<file path="config.mk">
export PLATFORM = sky130hd
export DESIGN_NAME = resp_tally
export DESIGN_NICKNAME = d
export VERILOG_FILES = /design/src/rtl/resp_tally_pkg.sv /design/src/rtl/resp_tally_fold.sv /design/src/rtl/resp_tally_edge.sv /design/src/rtl/resp_tally_count.sv /design/src/rtl/resp_tally.sv
export SDC_FILE = /design/constraint.sdc
export NUM_CORES = 1
export LEC_CHECK = 0
export ABC_AREA = 0
export CORE_ASPECT_RATIO = 1.25
export CORE_MARGIN = 1.5
export CORE_UTILIZATION = 40
export DETAILED_ROUTE_END_ITERATION = 12
export GPL_TIMING_DRIVEN = 0
export HOLD_SLACK_MARGIN = 0.06
export PLACE_DENSITY_LB_ADDON = 0.1
export SETUP_SLACK_MARGIN = 0.4
export SYNTH_ARGS = -nofsm -noshare
export SYNTH_HDL_FRONTEND = slang
export SYNTH_SLANG_ARGS = --single-unit
</file>
<file path="constraint.sdc">
create_clock -name clk -period 2.45 [get_ports clk]
set_clock_uncertainty 0.1 [all_clocks]
set_input_delay 0.6125 -clock clk [delete_from_list [all_inputs] [get_ports clk]]
set_output_delay 0.6125 -clock clk [all_outputs]
set_load 0.005 [all_outputs]
</file>
<file path="src/rtl/resp_tally_pkg.sv">
package resp_tally_pkg;

    typedef enum logic [2:0] {
        TALLY_ONES  = 3'd0,
        TALLY_ZEROS = 3'd1,
        TALLY_RISE  = 3'd2,
        TALLY_FALL  = 3'd3,
        TALLY_BOTH  = 3'd4
    } tally_mode_e;

    localparam int MODE_W = 3;

endpackage

</file>
<file path="src/rtl/resp_tally_fold.sv">
module resp_tally_fold #(
    parameter int LANES = 4
) (
    input  logic [LANES-1:0] lanes_i,
    output logic             bit_o
);

    generate
        if (LANES == 1) begin : g_single
            assign bit_o = lanes_i[0];
        end else begin : g_tree
            logic [LANES-1:0] chain;
            assign chain[0] = lanes_i[0];
            for (genvar i = 1; i < LANES; i++) begin : g_stage
                assign chain[i] = chain[i-1] ^ lanes_i[i];
            end
            assign bit_o = chain[LANES-1];
        end
    endgenerate

endmodule

</file>
<file path="src/rtl/resp_tally_edge.sv">
module resp_tally_edge
    import resp_tally_pkg::*;
(
    input  logic              clk,
    input  logic              rst_n,
    input  logic              clear_i,
    input  logic              valid_i,
    input  logic              bit_i,
    input  logic [MODE_W-1:0] mode_i,
    output logic              hit_o
);

    typedef struct packed {
        logic prev;
        logic have;
    } edge_st_t;

    edge_st_t st_d, st_q;
    logic     have_eff;
    logic     rise, fall, sel;

    always_comb begin
        st_d     = st_q;
        have_eff = clear_i ? 1'b0 : st_q.have;
        if (clear_i) begin
            st_d.have = 1'b0;
        end
        if (valid_i) begin
            st_d.prev = bit_i;
            st_d.have = 1'b1;
        end
        rise = have_eff & ~st_q.prev &  bit_i;
        fall = have_eff &  st_q.prev & ~bit_i;
        case (mode_i)
            TALLY_ONES:  sel = bit_i;
            TALLY_ZEROS: sel = ~bit_i;
            TALLY_RISE:  sel = rise;
            TALLY_FALL:  sel = fall;
            TALLY_BOTH:  sel = rise | fall;
            default:     sel = 1'b0;
        endcase
        hit_o = valid_i & sel;
    end

    always_ff @(posedge clk or negedge rst_n) begin
        if (!rst_n) begin
            st_q <= '0;
        end else begin
            st_q <= st_d;
        end
    end

    // a one-shot cannot report two rising edges on consecutive valid samples
    a_r3_one_shot: assert property (@(posedge clk) disable iff (!rst_n)
        (hit_o && mode_i == TALLY_RISE) |=>
            !(hit_o && valid_i && !clear_i && mode_i == TALLY_RISE));

endmodule

</file>
<file path="src/rtl/resp_tally_count.sv">
module resp_tally_count #(
    parameter int CNT_W = 8
) (
    input  logic             clk,
    input  logic             rst_n,
    input  logic             clear_i,
    input  logic             en_i,
    output logic [CNT_W-1:0] cnt_o,
    output logic             seen_o
);

    localparam logic [CNT_W-1:0] CNT_MAX = {CNT_W{1'b1}};

    typedef struct packed {
        logic [CNT_W-1:0] cnt;
        logic             seen;
    } cnt_st_t;

    cnt_st_t st_d, st_q, base;

    always_comb begin
        base = clear_i ? '0 : st_q;
        st_d = base;
        if (en_i && base.cnt != CNT_MAX) begin
            st_d.cnt = base.cnt + 1'b1;
        end
        st_d.seen = base.seen | st_d.cnt[CNT_W-1];
    end

    always_ff @(posedge clk or negedge rst_n) begin
        if (!rst_n) begin
            st_q <= '0;
        end else begin
            st_q <= st_d;
        end
    end

    assign cnt_o  = st_q.cnt;
    assign seen_o = st_q.seen;

    a_r6_saturate: assert property (@(posedge clk) disable iff (!rst_n)
        (cnt_o == CNT_MAX && !clear_i) |=> cnt_o == CNT_MAX);

    a_r5_single_step: assert property (@(posedge clk) disable iff (!rst_n)
        !clear_i |=> (cnt_o == $past(cnt_o) || cnt_o == $past(cnt_o) + 1'b1));

    a_r7_flag_sticky: assert property (@(posedge clk) disable iff (!rst_n)
        (seen_o && !clear_i) |=> seen_o);

endmodule

</file>
<file path="src/rtl/resp_tally.sv">
module resp_tally
    import resp_tally_pkg::*;
#(
    parameter int LANES = 4,
    parameter int CNT_W = 8
) (
    input  logic              clk,
    input  logic              rst_n,
    input  logic              start_i,
    input  logic [MODE_W-1:0] mode_i,
    input  logic              resp_valid_i,
    input  logic [LANES-1:0]  resp_i,
    output logic [CNT_W-1:0]  count_o,
    output logic              msb_seen_o,
    output logic              done_o
);

    typedef struct packed {
        logic active;
        logic done;
    } ses_st_t;

    ses_st_t ses_d, ses_q;
    logic    begin_s, sample_ok, mon_bit, hit;

    always_comb begin
        begin_s    = start_i & ~ses_q.active;
        sample_ok  = start_i & resp_valid_i;
        ses_d      = ses_q;
        ses_d.active = start_i;
        if (begin_s) begin
            ses_d.done = 1'b0;
        end else if (ses_q.active && !start_i) begin
            ses_d.done = 1'b1;
        end
    end

    always_ff @(posedge clk or negedge rst_n) begin
        if (!rst_n) begin
            ses_q <= '0;
        end else begin
            ses_q <= ses_d;
        end
    end

    assign done_o = ses_q.done;

    resp_tally_fold #(.LANES(LANES)) fold_i (
        .lanes_i (resp_i),
        .bit_o   (mon_bit)
    );

    resp_tally_edge edge_i (
        .clk     (clk),
        .rst_n   (rst_n),
        .clear_i (begin_s),
        .valid_i (sample_ok),
        .bit_i   (mon_bit),
        .mode_i  (mode_i),
        .hit_o   (hit)
    );

    resp_tally_count #(.CNT_W(CNT_W)) count_i (
        .clk     (clk),
        .rst_n   (rst_n),
        .clear_i (begin_s),
        .en_i    (hit),
        .cnt_o   (count_o),
        .seen_o  (msb_seen_o)
    );

    a_r8_done_after_stop: assert property (@(posedge clk) disable iff (!rst_n)
        (ses_q.active && !start_i) |=> done_o);

    a_r8_begin_clears: assert property (@(posedge clk) disable iff (!rst_n)
        (start_i && !ses_q.active) |=> (!done_o && count_o <= 1));

    a_r5_idle_hold: assert property (@(posedge clk) disable iff (!rst_n)
        !start_i |=> $stable(count_o));

endmodule

</file>
### After elaboration in Yosys (flattened, before gate mapping)

Cells that the tools add are included.

| word-level totals | value |
|---|---|
| output and inout port bits | 10 |
| input port bits | 11 |
| flip-flop bits (word level) | 13 |

| operators by class | value |
|---|---|
| reductions and logical operators | 5 |
| bitwise gates (word level) | 15 |
| add/subtract/negate cells | 1 |
| multiplexer cells | 7 |
| equality and inequality tests | 5 |

Operators by type and width:

| kind | count |
|---|---|
| 9-bit 2-to-1 mux | 1 |
| 8-bit by 1-bit adder with 8-bit output (second input constant) | 1 |
| 8-bit 2-to-1 mux | 1 |
| 8-bit != test (second input constant) | 1 |
| 1-bit AND | 7 |
| 3-bit by 2-bit equality test with 1-bit output (second input constant) | 2 |
| 1-bit case mux with 5 select lines | 1 |
| 1-bit 2-to-1 mux | 4 |
| 3-bit by 1-bit equality test with 1-bit output (second input constant) | 1 |
| 3-bit equality test (second input constant) | 1 |
| 3-bit logical NOT | 1 |
| 1-bit NOT | 3 |
| 1-bit bitwise XOR | 3 |
| 1-bit logical AND | 2 |
| 1-bit OR | 2 |
| 2-bit nonzero test | 1 |
| 1-bit logical NOT | 1 |

### Logic depth before layout (Yosys ltp)

Gate-level depths: netlist (run 1).

| logic depth | value |
|---|---|
| word-level depth | 11 |
| mapped depth | 11 |
| gate-level depth less buffers | 10 |

### Cells and area by module

A second synthesis (run 1) with hierarchy kept.

| second synthesis, totals | value |
|---|---|
| cells, all modules | 70 |
| area, all modules | 706.9 µm² |

Modules (own cells, without submodules):

| module | seq. area each (µm²) | area each (µm²) | times used | cells an instance |
|---|---|---|---|---|
| resp_tally_count | 225.2 | 445.4 | 1 | 45 |
| resp_tally_edge | 50.0 | 141.4 | 1 | 14 |
| resp_tally | 50.0 | 93.8 | 1 | 8 |
| resp_tally_fold | 0.0 | 26.3 | 1 | 3 |

### Worst setup path after synthesis (run 1)

OpenSTA, ideal clock, no wires.

| path | value |
|---|---|
| kind | input to register |
| from | input port start_i |
| to | register count_i.st_q (netlist bit count_i.seen_o) |
| setup time | 82 ps |
| slack | -392 ps |
| required time | 2268 ps |
| stages | 9 |
| path buffers | 1 |
| data arrival time | 2660 ps |
| path through | ha_1 clkbuf_1 nor2b_1 ha_1 nand3_1 nor2_1 a311oi_1 or4bb_1 a31oi_1 |

RTL lines:

| what | line | source |
|---|---|---|
| start: declaration | resp_tally.sv:9 | `input logic start_i,` |
| end signal: assignment | resp_tally_count.sv:34 | `st_q <= st_d;` |
| end: declaration | resp_tally_count.sv:19 | `cnt_st_t st_d, st_q, base;` |

==> metrics.cfg, run 1 <==
[yosys]
synth-seq-area-share_pct = 45.38
yosysWarnings = 0
postSynthCellCount = 72
synthArstFlopShare_pct = 100.0
synth_most_common_cell = dfrtp_1
synth_edf_count = 0
synth_commonest_cells = dfrtp_1, nand2_1, xnor2_1
syn_nets = 85
syn_avg_cell_area_um2 = 9.957
ys_types = 28
synth_area_leaders = dfrtp_1, xnor2_1, nand2_1
synth-seq-cells = 13
synth_flop_cell = dfrtp_1
yosys.area.top_type_share_pct = 45.38
synth_area_leader_cell = dfrtp_1
netlist_area_um2 = 716.9

[place]
gp_congestion = 0.7948
dp_hpwl_mm = 1.087
io_buffers = 20
placed_cell_area_um2 = 1023

[global_route]
grt_pass1_vias = 651
gr-total-overflow = 0
track_usage_pct = 19.14
antenna_found_initial = 0
grt_pass1_wl_mm = 2.691
grt_max_degree = 14

[sta]
rsz0062_at_grt = yes
max_slew.worst_pin.slew_ns = 0.6069
relSlewSlack_pct = 59.41
period_share_pct = 91.62
finalCriticalPeriod_ns = 2.245
slew_violations = 0
hold_viol_final = 0
setup_viol = 0
fin_setup_tns_ns = 0
fmax_mhz = 445.5

[outcome]
outcome = complete, no violations

[setup_path]
start_kind = input port
slowest_stage = or4bb_4
cp_max_fo = 7
reg2reg_to = count_i.seen_o
ff2ff_path_depth = 10
critical_path_buf_inv_count = 1
arrival_ns = 2.35
critPathRequiredTime_ns = 2.55
max_stage_delay_ns = 0.52
critPathTopFamily = compound AO/OA/AOI/OAI gates
rr_startpoint = ses_q[1]
path_class = in2reg
critPathCaptureType = register
worstPathCellList = clkdlybuf4s50_1 -> o31a_1 -> a311oi_4 -> or4bb_4 -> a31oi_1
ff2ff_setup_slack_ns = 0.24

[cts]
clockBufferDepth = 2
cts_hold_buf = 0
cts_tree = done
cts_made_buffers = 3
cts.sinks = 13
path_clk_slew_ns = 0.08
root_buffer = clkbuf_4
clock_latency_ns = 0.28
htreeDepth = 1

[worst_hold_path]
holdPathEnd = ses_q[1]
min-delay-start = start_i
hold_path_depth = 1
hold_class = in2reg

[floorplanning]
dieHeight_um = 50.34
num_io_pins = 21
fp.coreArea_um2 = 1622
start_util_pct = 44.21
fp.dieW_um = 40.87
rows = 16
die-area_um2 = 2057

[routing]
wl_per_cell_um = 14.32
final_antenna_net_count = 0
finalWirelength_mm = 1.862
vias = 709
drc = 0
drtIter0Drc = 19
firstDrtPassIters = 4
vias_per_cell = 5.454

[power_and_ir_drop]
powerDensity_nw_per_um2 = 441.9
vdd_drop_max_v = 0.0004102
power.leakage_uw = 0.0005432

[final_layout]
drive_gt1_share_pct = 41.07
stdcell_area_um2 = 1295
area_growth_pct = 80.63
insertedDiodeCount = 0
layout.nets = 126

[job]
maxCapViolCount = 0

==> cell usage in the layout, fill, tap and decap left out, types with 2 or more instances in the layout <==
master,count
ha_4,2
dfrtp_1,13
nor2b_4,3
nand2_1,9
and3b_1,2
buf_4,13
o21ai_0,4
xnor2_4,3
a21oi_2,2
buf_6,7
nor2_1,2
xnor2_1,4
nand4_1,2
nand2b_1,3
clkdlybuf4s50_1,14
xor2_1,2
clkbuf_4,3
==> power breakdown <==
group | internal [uW] | switching [uW]
Clock | 63.2 | 69.6
Combinational | 123 | 78.3
Sequential | 227 | 11.1
Total | 413 | 159
==> how the worst max path moves through the flow <==
stage / from / endpoint / slack [ns] / depth (start not counted)
after floorplan: resp_i[1] / count_i.cnt_o[1] / 0.11 / 6
after global placement: resp_i[1] / count_i.cnt_o[1] / -0.82 / 7
after global routing: ses_q[1] / count_i.seen_o / 0.14 / 11
after detailed placement: resp_i[1] / count_i.seen_o / -0.85 / 7
final: mode_i[1] / count_i.seen_o / 0.21 / 5
after CTS: ses_q[1] / count_i.seen_o / 0.17 / 10
==> logic make-up after synthesis <==
logic type      synth area share (%)
flops                          45.37
buf+inv                        1.571
simple gates                   25.65
mux                            2.967
compound gates                 8.902
xor+xnor                       12.04
fa+ha+maj                      3.490
==> state kept, by name, summed over array words and instances, names as in the netlist <==
| signal | count |
|---|---|
| done_o | 1 |
| edge_i.st_q | 2 |
| ses_q | 1 |
| count_i.seen_o | 1 |
| count_i.cnt_o | 8 |
==> area by class of cell <==
type	count	area, um^2
Clock buffer	4	26.28
Multi-Input combinational cell	56	548.0
Timing Repair Buffer	36	340.3
Fill cell	103	326.6
Buffer	1	25.02
Inverter	2	7.507
Sequential cell	13	325.3
Tap cell	18	22.52
==> worst register-to-register path, stage by stage (launching register included) <==
cell and delay [ns]:
dfrtp_1 0.38, inv_2 0.06, ha_4 0.14, clkbuf_16 0.14, nor2b_4 0.05, ha_4 0.16, nand3_4 0.08, nor2_4 0.04
a311oi_4 0.32, or4bb_4 0.52, a31oi_1 0.15
==> per-layer routing <==
metal / GRT usage (%) / wire, um
met1: 22.51 / 703
met2: 33.85 / 1011
met3: 2.655 / 108
met4: 5.000 / 38
met5: 0 / 0
==> metrics by stage <==
stage                     std cells  setup slack [ns]  total power [uW]  util, %  hold WS, ns
after floorplan                  72            0.1060             311.3        -       0.2169
after global placement          110           -0.8215             362.6    63.12       0.3652
after CTS                       123            0.1659             533.1    72.07       0.3739
after global routing            130            0.1355             604.6    79.86       0.3381
final                           130            0.2053             572.3    79.86       0.3524
after detailed placement        110           -0.8472             365.2    63.12       0.3721
==> repair_timing <==
item                       4_1_cts  5_1_grt
setup buffers                    9        7
pin swaps                       11       14
gates resized for setup         33       19
setup endpoints to repair        9        9
hold endpoints to repair         0        0
Note: power is estimated with default switching activity, not from simulation.
==> run 2: changes to the inputs <==
Settings changed: GPL_ROUTABILITY_DRIVEN set to 1, SLEW_MARGIN set to 20.
==> results of run 2 <==
The final DEF is identical to that of run 1; final timing and power are the same.
